==> src/rtl/i2cs_pkg.sv <==
package i2cs_pkg;
  localparam int BYTE_W = 8;
  localparam int OWN_W  = 10;

  typedef enum logic [2:0] {
    ST_IDLE, ST_ADDR1, ST_ADDR2, ST_DATA, ST_SKIP
  } slvState_t;

  // strobes from control to datapath
  typedef struct packed {
    logic clrBits;
    logic loadRx;
  } dpStrobe_t;

  // events and compare results from datapath to control
  typedef struct packed {
    logic startDet;
    logic stopDet;
    logic sclFall;
    logic byteDone;
    logic rwBit;
    logic zero7;
    logic own7Hit;
    logic tenHdrHit;
    logic tenLowHit;
  } dpStatus_t;
endpackage

==> src/rtl/i2cs_datapath.sv <==
module i2cs_datapath
  import i2cs_pkg::*;
#(
  parameter int SYNC_STAGES = 2
) (
  input  logic              clk,
  input  logic              rstN,
  input  logic              sclIn,
  input  logic              sdaIn,
  input  logic [OWN_W-1:0]  ownAddr,
  input  dpStrobe_t         strobe,
  output dpStatus_t         status,
  output logic [BYTE_W-1:0] rxData
);
  localparam int CNT_W = $clog2(BYTE_W + 1);
  localparam logic [CNT_W-1:0] CNT_FULL = CNT_W'(BYTE_W);

  logic [SYNC_STAGES-1:0] sclPipe, sdaPipe;
  logic sclS, sdaS, sclD, sdaD;
  logic [CNT_W-1:0]  bitCnt;
  logic [BYTE_W-1:0] shiftReg;
  logic startDet, stopDet, sclRise, sclFall;

  assign sclS = sclPipe[SYNC_STAGES-1];
  assign sdaS = sdaPipe[SYNC_STAGES-1];

  always_ff @(posedge clk or negedge rstN) begin
    if (!rstN) begin
      sclPipe <= '1;
      sdaPipe <= '1;
      sclD    <= 1'b1;
      sdaD    <= 1'b1;
    end else begin
      sclPipe[0] <= sclIn;
      sdaPipe[0] <= sdaIn;
      for (int i = 1; i < SYNC_STAGES; i++) begin
        sclPipe[i] <= sclPipe[i-1];
        sdaPipe[i] <= sdaPipe[i-1];
      end
      sclD <= sclS;
      sdaD <= sdaS;
    end
  end

  assign startDet = sclS & sclD & sdaD & ~sdaS;
  assign stopDet  = sclS & sclD & ~sdaD & sdaS;
  assign sclRise  = sclS & ~sclD;
  assign sclFall  = ~sclS & sclD;

  always_ff @(posedge clk or negedge rstN) begin
    if (!rstN) begin
      bitCnt   <= '0;
      shiftReg <= '0;
    end else if (startDet || strobe.clrBits) begin
      bitCnt <= '0;
    end else if (sclRise && bitCnt < CNT_FULL) begin
      shiftReg <= {shiftReg[BYTE_W-2:0], sdaS};
      bitCnt   <= bitCnt + 1'b1;
    end
  end

  always_ff @(posedge clk or negedge rstN) begin
    if (!rstN)              rxData <= '0;
    else if (strobe.loadRx) rxData <= shiftReg;
  end

  always_comb begin
    status.startDet  = startDet;
    status.stopDet   = stopDet;
    status.sclFall   = sclFall;
    status.byteDone  = (bitCnt == CNT_FULL);
    status.rwBit     = shiftReg[0];
    status.zero7     = (shiftReg[7:1] == 7'd0);
    status.own7Hit   = (shiftReg[7:1] == ownAddr[6:0]);
    status.tenHdrHit = (shiftReg[7:3] == 5'b11110) && (shiftReg[2:1] == ownAddr[9:8]);
    status.tenLowHit = (shiftReg == ownAddr[7:0]);
  end
endmodule

==> src/rtl/i2cs_control.sv <==
module i2cs_control
  import i2cs_pkg::*;
(
  input  logic      clk,
  input  logic      rstN,
  input  dpStatus_t status,
  input  logic      tenBitMode,
  input  logic      swRecog,
  input  logic      nakBit,
  input  logic      ctlWrite,
  input  logic      rxRead,
  output dpStrobe_t strobe,
  output logic      sdaDriveLow,
  output logic      sclDriveLow,
  output logic      matchFlag,
  output logic      gcaFlag,
  output logic      rwFlag,
  output logic      irqMatch,
  output logic      irqRxReady
);
  slvState_t state;
  logic inAck, ackLow, waitHost, waitIsCtl, settle;
  logic ackEntry, hostGo;

  assign ackEntry = status.sclFall && status.byteDone && !inAck &&
                    (state == ST_ADDR1 || state == ST_ADDR2 || state == ST_DATA);
  assign hostGo   = waitIsCtl ? ctlWrite : rxRead;

  assign strobe.loadRx  = ackEntry && (swRecog || state == ST_DATA);
  assign strobe.clrBits = inAck && !waitHost && status.sclFall;

  assign sdaDriveLow = inAck && ackLow;
  assign sclDriveLow = inAck && (waitHost || settle);

  always_ff @(posedge clk or negedge rstN) begin
    if (!rstN) begin
      state      <= ST_IDLE;
      inAck      <= 1'b0;
      ackLow     <= 1'b0;
      waitHost   <= 1'b0;
      waitIsCtl  <= 1'b0;
      settle     <= 1'b0;
      matchFlag  <= 1'b0;
      gcaFlag    <= 1'b0;
      rwFlag     <= 1'b0;
      irqMatch   <= 1'b0;
      irqRxReady <= 1'b0;
    end else begin
      irqMatch   <= 1'b0;
      irqRxReady <= 1'b0;
      settle     <= 1'b0;
      if (status.stopDet || status.startDet) begin
        state     <= status.startDet ? ST_ADDR1 : ST_IDLE;
        inAck     <= 1'b0;
        ackLow    <= 1'b0;
        waitHost  <= 1'b0;
        matchFlag <= 1'b0;
        gcaFlag   <= 1'b0;
      end else if (inAck) begin
        if (waitHost) begin
          if (hostGo) begin
            ackLow   <= !nakBit;
            waitHost <= 1'b0;
            settle   <= 1'b1;
          end
        end else if (status.sclFall) begin
          inAck  <= 1'b0;
          ackLow <= 1'b0;
        end
      end else if (ackEntry) begin
        inAck  <= 1'b1;
        ackLow <= 1'b0;
        if (state == ST_ADDR1) rwFlag <= status.rwBit;
        if (swRecog) begin
          waitHost   <= 1'b1;
          waitIsCtl  <= 1'b1;
          irqRxReady <= 1'b1;
          state      <= ST_DATA;
        end else begin
          unique case (state)
            ST_ADDR1: begin
              if (status.zero7 && !status.rwBit) begin
                matchFlag <= 1'b1;
                gcaFlag   <= 1'b1;
                irqMatch  <= 1'b1;
                ackLow    <= !nakBit;
                state     <= ST_DATA;
              end else if (status.zero7) begin
                matchFlag <= 1'b1;
                irqMatch  <= 1'b1;
                state     <= ST_SKIP;
              end else if (!tenBitMode && status.own7Hit) begin
                matchFlag <= 1'b1;
                irqMatch  <= 1'b1;
                ackLow    <= 1'b1;
                state     <= ST_DATA;
              end else if (tenBitMode && status.tenHdrHit) begin
                ackLow <= 1'b1;
                state  <= ST_ADDR2;
              end else begin
                state <= ST_SKIP;
              end
            end
            ST_ADDR2: begin
              if (status.tenLowHit) begin
                matchFlag <= 1'b1;
                irqMatch  <= 1'b1;
                ackLow    <= 1'b1;
                state     <= ST_DATA;
              end else begin
                state <= ST_SKIP;
              end
            end
            default: begin
              waitHost   <= 1'b1;
              waitIsCtl  <= 1'b0;
              irqRxReady <= 1'b1;
            end
          endcase
        end
      end
    end
  end
endmodule

==> src/rtl/i2c_addr_slave.sv <==
module i2c_addr_slave
  import i2cs_pkg::*;
#(
  parameter int SYNC_STAGES = 2
) (
  input  logic              clk,
  input  logic              rstN,
  input  logic              sclIn,
  input  logic              sdaIn,
  output logic              sclDriveLow,
  output logic              sdaDriveLow,
  input  logic              tenBitMode,
  input  logic              swRecog,
  input  logic [OWN_W-1:0]  ownAddr,
  input  logic              nakBit,
  input  logic              ctlWrite,
  input  logic              rxRead,
  output logic [BYTE_W-1:0] rxData,
  output logic              matchFlag,
  output logic              gcaFlag,
  output logic              rwFlag,
  output logic              irqMatch,
  output logic              irqRxReady
);
  dpStrobe_t dpStrb;
  dpStatus_t dpStat;

  i2cs_datapath #(.SYNC_STAGES(SYNC_STAGES)) i_dp (
    .clk(clk), .rstN(rstN), .sclIn(sclIn), .sdaIn(sdaIn),
    .ownAddr(ownAddr), .strobe(dpStrb), .status(dpStat), .rxData(rxData)
  );

  i2cs_control i_ctl (
    .clk(clk), .rstN(rstN), .status(dpStat),
    .tenBitMode(tenBitMode), .swRecog(swRecog), .nakBit(nakBit),
    .ctlWrite(ctlWrite), .rxRead(rxRead), .strobe(dpStrb),
    .sdaDriveLow(sdaDriveLow), .sclDriveLow(sclDriveLow),
    .matchFlag(matchFlag), .gcaFlag(gcaFlag), .rwFlag(rwFlag),
    .irqMatch(irqMatch), .irqRxReady(irqRxReady)
  );
endmodule

==> config.mk <==
export PLATFORM = sky130hd
export DESIGN_NAME = i2c_addr_slave
export DESIGN_NICKNAME = d
export VERILOG_FILES = /design/src/rtl/i2cs_pkg.sv /design/src/rtl/i2cs_datapath.sv /design/src/rtl/i2cs_control.sv /design/src/rtl/i2c_addr_slave.sv
export SDC_FILE = /design/constraint.sdc
export NUM_CORES = 1
export LEC_CHECK = 0
export BUFFER_PORTS_ARGS = -buffer_cell sky130_fd_sc_hd__buf_2
export CORE_MARGIN = 5
export CORE_UTILIZATION = 28
export CTS_CLUSTER_DIAMETER = 100
export CTS_CLUSTER_SIZE = 28
export DETAILED_ROUTE_END_ITERATION = 7
export PLACE_DENSITY = 0.55
export REMOVE_ABC_BUFFERS = 1
export SLEW_MARGIN = 10
export SYNTH_ARGS = -nofsm -noshare
export SYNTH_HDL_FRONTEND = slang
export SYNTH_HIERARCHICAL = 1
export SYNTH_SLANG_ARGS = --single-unit
==> constraint.sdc <==
create_clock -name clk -period 3.1 [get_ports clk]
set_clock_uncertainty 0.05 [all_clocks]
set_input_delay 0.31 -clock clk [delete_from_list [all_inputs] [get_ports clk]]
set_output_delay 0.31 -clock clk [all_outputs]
set_load 0.005 [all_outputs]
==> metrics, run 1 <==
status completed; Startpoint Class register; Tcrit/Tclk final 79.1%; vias in the first global route roughly 1.5k; final WL ~4300 um; RSZ-0062 raised after global routing false; CTS resizes 0; Synth Instances 183; area grow syn2layout 15.5%; critical path endpoint category register; Worst Path Required 3.24 ns; clock network power share between 20% and 30%; final setup vio count 0; number of flops mapped to enable cells by yosys 0; Ant. Diodes 0; first-pass GRT wire length approximately 7300 um; TritonCTS clock tree yes; DRT Pass-1 Iters 4; GP Congestion roughly 0.9; root buffer cell clkbuf_8; CORE AREA slightly above 7000 sq um; final hold vios 0; Placed Area about 2300 sq um; Synth area leaders dfrtp_1, mux2_2, dfstp_2; Max rail drop VDD ~0.29 mV; fill count approximately 800; P_leak between 1 and 1.5 nW; worst skew pair latency ~0.3 ns; Synth Area per Inst between 10 and 15 sq um; largest net degree at the start of global routing 40; critical path class reg -> reg; Chip Width around 96 um; max-cap violations 0; Reg clk slew, reported paths approximately 0.090 ns; most frequent cell after synthesis dfrtp_1; Die H approximately 96 um; Worst slew margin 43.5%; Final HPWL DP between 3000 and 4000 um; Final Max Tran Viols 0; post-DR vias/cell 4.65; H-tree levels 2; sequential area share after synthesis a little under half; Final Hold Slack 0.0457 ns; dominant synthesized flop cell dfrtp_1; wire length per cell 14.0 um; min Tclk post-route between 2 and 2.5 ns; row count 31; GRT overflow 0; nets 230; final core occ 33.1%; CTS Buf Count 5; sequential share of power between 40 and 50%; pwr dens ~740 nW/um^2; IO Pins 34; Sw Pwr a little under 0.0006 W; initial drt markers 36; port bufs 33; post-synth top area cell dfrtp_1; Post CTS Setup Buffer Count 0; CTS Hold Bufs 0; synth unique cells 54; internal power approximately 0.0012 W; Sw Ratio between 30% and 40%; Total Power around 0.0018 W; Commonest cells post-synth dfrtp_1, mux2_2, xnor2_1; post-synthesis cell area ~2100 sq um; Combinational Power Share a little over a quarter; drt drc 0; post-route setup TNS 0 ns; fmax ~400 MHz; routed via count about 1.4k; Total Routing Usage GR 10.5%; die area slightly above 9000 sq um; CP arrival 2.59 ns; final instance area between 2000 and 2500 sq um; asr flop ratio synth 100%; Final ANT Viol Nets 0; CTS max path bufs 2; share of cells above drive strength 1 35.2%; clock sinks 39; Synth top area share around 40%; yosys warns 6; Synth Register Bits 39; initial core utilization 28.6%; Worst Hold Class in -> reg; Worst Tran Pin Value 0.847 ns; Critical Path Fanout Max 7; initial antenna violation count 0
## layout by cell type, fill, tap and decap left out, drive strengths merged, types with 2 or more instances in the layout
master,Yosys,final
nor3,4,4
a32o,2,2
xor2,5,5
o21a,3,3
o22ai,2,2
nand2b,3,3
nor2b,3,3
dfstp,6,6
nor2,10,10
ha,2,2
and2b,3,3
nor3b,2,2
o21ai,5,5
nor4,3,3
inv,4,5
mux2,17,17
o21bai,2,2
mux2i,3,3
or2,2,2
nand4,4,4
a21oi,7,7
xnor2,14,14
and4bb,2,2
clkbuf,6,5
nand2,6,6
o31ai,3,3
buf,9,34
a2111oi,2,2
dfrtp,33,33
and2,2,2
## path summary, 6_finish.rpt
path,startpoint,endpoint,slack (ns),cells after the start
hold reg to reg,i_dp/sclPipe[0],i_dp/sclPipe[1],0.31,0
min in group asynchronous,rstN,i_dp/shiftReg[7],0.06,1
setup reg to reg,i_dp/shiftReg[4],i_ctl/state[2],0.65,6
max in group asynchronous,rstN,i_dp/rxData[0],2.41,1
hold / removal,sdaIn,i_dp/sdaPipe[0],0.05,1
setup / recovery,i_dp/shiftReg[4],i_ctl/state[2],0.65,6
## state kept, by name (all words and copies together) (netlist names), 2 cells and up
signal	count
i_dp/rxData	8
i_dp/shiftReg	8
i_dp/bitCnt	4
i_ctl/state	3
i_dp/sclPipe	2
i_dp/sdaPipe	2
## critical path: stages (launching register included)
cell and delay [ns]:
dfrtp_1 0.46, or4_1 0.56, nor4_2 0.30, nor2b_1 0.35
o21bai_1 0.20, o22ai_1 0.14, a32o_1 0.27
## cell families after synthesis
| kind of cell | share of synthesized area (%) |
|---|---|
| buf+inv | 5.21 |
| flops | 47.6 |
| xor+xnor | 8.06 |
| compound gates | 11.4 |
| simple gates | 15.7 |
| mux | 10.7 |
| fa+ha+maj | 1.21 |
## cell type report
class                           count  area (sq um)  area share (%)
Clock buffer                        5          68.8            2.88
Clock inverter                      3          47.5            1.99
Inverter                            4          15.0           0.629
Multi-Input combinational cell    125           975            40.8
Sequential cell                    39           983            41.2
Tap cell                           99           124            5.19
Timing Repair Buffer               34           173            7.24
## routing by layer
layer	GRT usage, %	part of all wire [%]
met3	3.28	6.6
met4	4.98	2.0
met1	14.4	49
met5	0	0
met2	14.8	42
## metrics by stage
step	instances	worst slack (ns)
2_1_floorplan	168	0.828
3_3_place_gp	301	0.822
3_5_place_dp	301	0.694
4_1_cts	309	0.664
5_1_grt	309	0.512
6_report	309	0.647
## power by group through the flow
stage                     clock network [W]  logic [W]  registers (W)
after floorplan                           0   0.000350       0.000814
after global placement                    0   0.000462       0.000856
after detailed placement                  0   0.000468       0.000861
after CTS                          0.000462   0.000471       0.000854
after global routing               0.000485   0.000521       0.000884
final                              0.000444   0.000464       0.000852
Power figures use the tool's default switching activity.
==> inputs of run 2 (changes only) <==
==> constraint.sdc (replaced) <==
create_clock -name clk -period 2.54 [get_ports clk]
set_clock_uncertainty 0.05 [all_clocks]
set_input_delay 0.254 -clock clk [delete_from_list [all_inputs] [get_ports clk]]
set_output_delay 0.254 -clock clk [all_outputs]
set_load 0.005 [all_outputs]
==> metrics, run 2 (synthesis gave the netlist of run 1 again) <==
status completed; CTS max path bufs 2 (unchanged); routed via count 1466 (+1.9%); worst skew pair latency 0.30 ns (about the same); CTS resizes 0 (unchanged); Startpoint Class register; Die H 95.9 um (unchanged); GP Congestion 0.876 (-3.1%); critical path endpoint category register; final setup vio count 0 (unchanged); critical path class reg -> reg; Total Power 0.00215 W (+22%); TritonCTS clock tree yes; CP arrival 2.52 ns (-0.07 ns); IO Pins 34 (unchanged); Worst Path Required 2.68 ns (-0.56 ns); Regs by FF count i_dp/rxData (8), i_dp/shiftReg (8), i_dp/bitCnt (4); fmax 420 MHz (+3.0%); row count 31 (unchanged); Critical Path Fanout Max 7 (unchanged); Reg clk slew, reported paths 0.09 ns (about the same); commonest cells after routing, fill and taps aside dfrtp_1, buf_2, mux2_2; initial core utilization 28.6% (unchanged); Worst Hold Class in -> async; area grow syn2layout 17.1%; nets 234 (+1.7%); clock sinks 39 (unchanged); RSZ-0062 raised after global routing false; Final ANT Viol Nets 0 (unchanged); max-cap violations 0 (unchanged); initial drt markers 72 (+100%); CTS Buf Count 5 (unchanged); Ant. Diodes 0 (unchanged); CP top delay family simple AND/OR/NAND/NOR gates; CORE AREA 7210 sq um (unchanged); Buf/Inv on CP 0 (unchanged); Tcrit/Tclk final 93.8% (+15 points); H-tree levels 2 (unchanged); Total Routing Usage GR 10.4% (-0.015 points); final instance area 2420 sq um (+1.4%); Worst slew margin 40.7% (-2.8 points); Multi-input gate area 975 sq um (unchanged); min Tclk post-route 2.38 ns (-0.0708 ns); fill count 769 (-1.0%); drt drc 0 (unchanged); DRT Pass-1 Iters 4 (unchanged); crit-path max cell delay 0.55 ns (about the same); root buffer cell clkbuf_8; post-DR vias/cell 4.68 (+0.64%); vias in the first global route 1499 (+0.20%); Placed Area 2280 sq um (+0.66%); wire length per cell 13.5 um (-3.2%); Max rail drop VDD 0.387 mV (+31%); Chip Width 95.9 um (unchanged); initial antenna violation count 0 (unchanged); post-route setup TNS 0 ns (unchanged); FF-to-FF Start i_dp/shiftReg[5]; final setup margin 0.158 ns (-0.489 ns); die area 9200 sq um (unchanged); Critical Path Start i_dp/shiftReg[5]; P_leak 1.07 nW (+1.4%); Final HPWL DP 3110 um (-1.3%); final core occ 33.5% (+0.47 points); Worst Tran Pin Value 0.889 ns (+0.0422 ns); Cell Chain, Critical Path or4_1, nor4_2, nor2b_1, o21bai_1, o22ai_1, a32o_1; port bufs 33 (unchanged); pre-CTS setup slack 0.200 ns (-0.495 ns); FF/Latch Area 983 sq um (unchanged); final WL 4240 um (-1.9%); Max stage delay cell, worst path or4_1; GRT overflow 0 (unchanged); pwr dens 888 nW/um^2 (+20%); final hold vios 0 (unchanged); largest net degree at the start of global routing 40 (unchanged); Final Max Tran Viols 0 (unchanged); first-pass GRT wire length 7370 um (+0.85%); share of cells above drive strength 1 35.5% (+0.28 points)
run 2: changes by cell type in the layout (fill, tap and decap cells not counted):
cell	previous run	this run
buf_4	1	3
dlygate4sd3_1	0	2
clkinvlp_4	0	1
clkinv_4	1	0
run 2: path summary, 6_finish.rpt:
check | cells after the start | end | slack, ns
setup reg to reg | 6 | i_ctl/state[2] | 0.16
setup / recovery | 6 | i_ctl/state[2] | 0.16
hold / removal | 1 | i_dp/shiftReg[7] | 0.02
hold reg to reg | 0 | i_dp/sclPipe[1] | 0.31
min in group clk | 2 | i_ctl/irqMatch | 0.21
max in group asynchronous | 1 | i_dp/rxData[2] | 1.86
run 2: metal layers:
layer  part of all wire, %  global-route usage [%]
met1                    52                    14.7
met2                    40                    14.8
met3                   6.2                    2.89
met4                   1.8                    4.62
met5                     0                       0
run 2: cell type report:
type / instances / share of cell area [%]
Inverter: 4 / 0.620
Clock buffer: 5 / 2.84
Sequential cell: 39 / 40.6
Multi-Input combinational cell: 125 / 40.3
Clock inverter: 3 / 1.91
Timing Repair Buffer: 38 / 8.58
Tap cell: 99 / 5.12
run 2: timing repair:
| item | CTS | global route |
|---|---|---|
| hold buffers | 2 | 0 |
| buffers inserted | 0 | 0 |
| endpoints found under the hold margin | 2 | 0 |
run 2: per-stage QoR:
step	cells	hold slack (ns)
after floorplan	168	-0.0916
after global placement	303	0.297
after detailed placement	303	0.297
after CTS	313	0.0600
after global routing	313	0.105
final	313	0.0210
run 2: power by group:
| group | total [W] | internal, W | switching, W | leakage [nW] |
|---|---|---|---|---|
| clock network | 0.000531 | 0.000296 | 0.000235 | 0.0548 |
| logic | 0.000588 | 0.000344 | 0.000244 | 0.517 |
| registers | 0.00103 | 0.000795 | 0.000235 | 0.495 |
| total | 0.00215 | 0.00143 | 0.000715 | 1.07 |
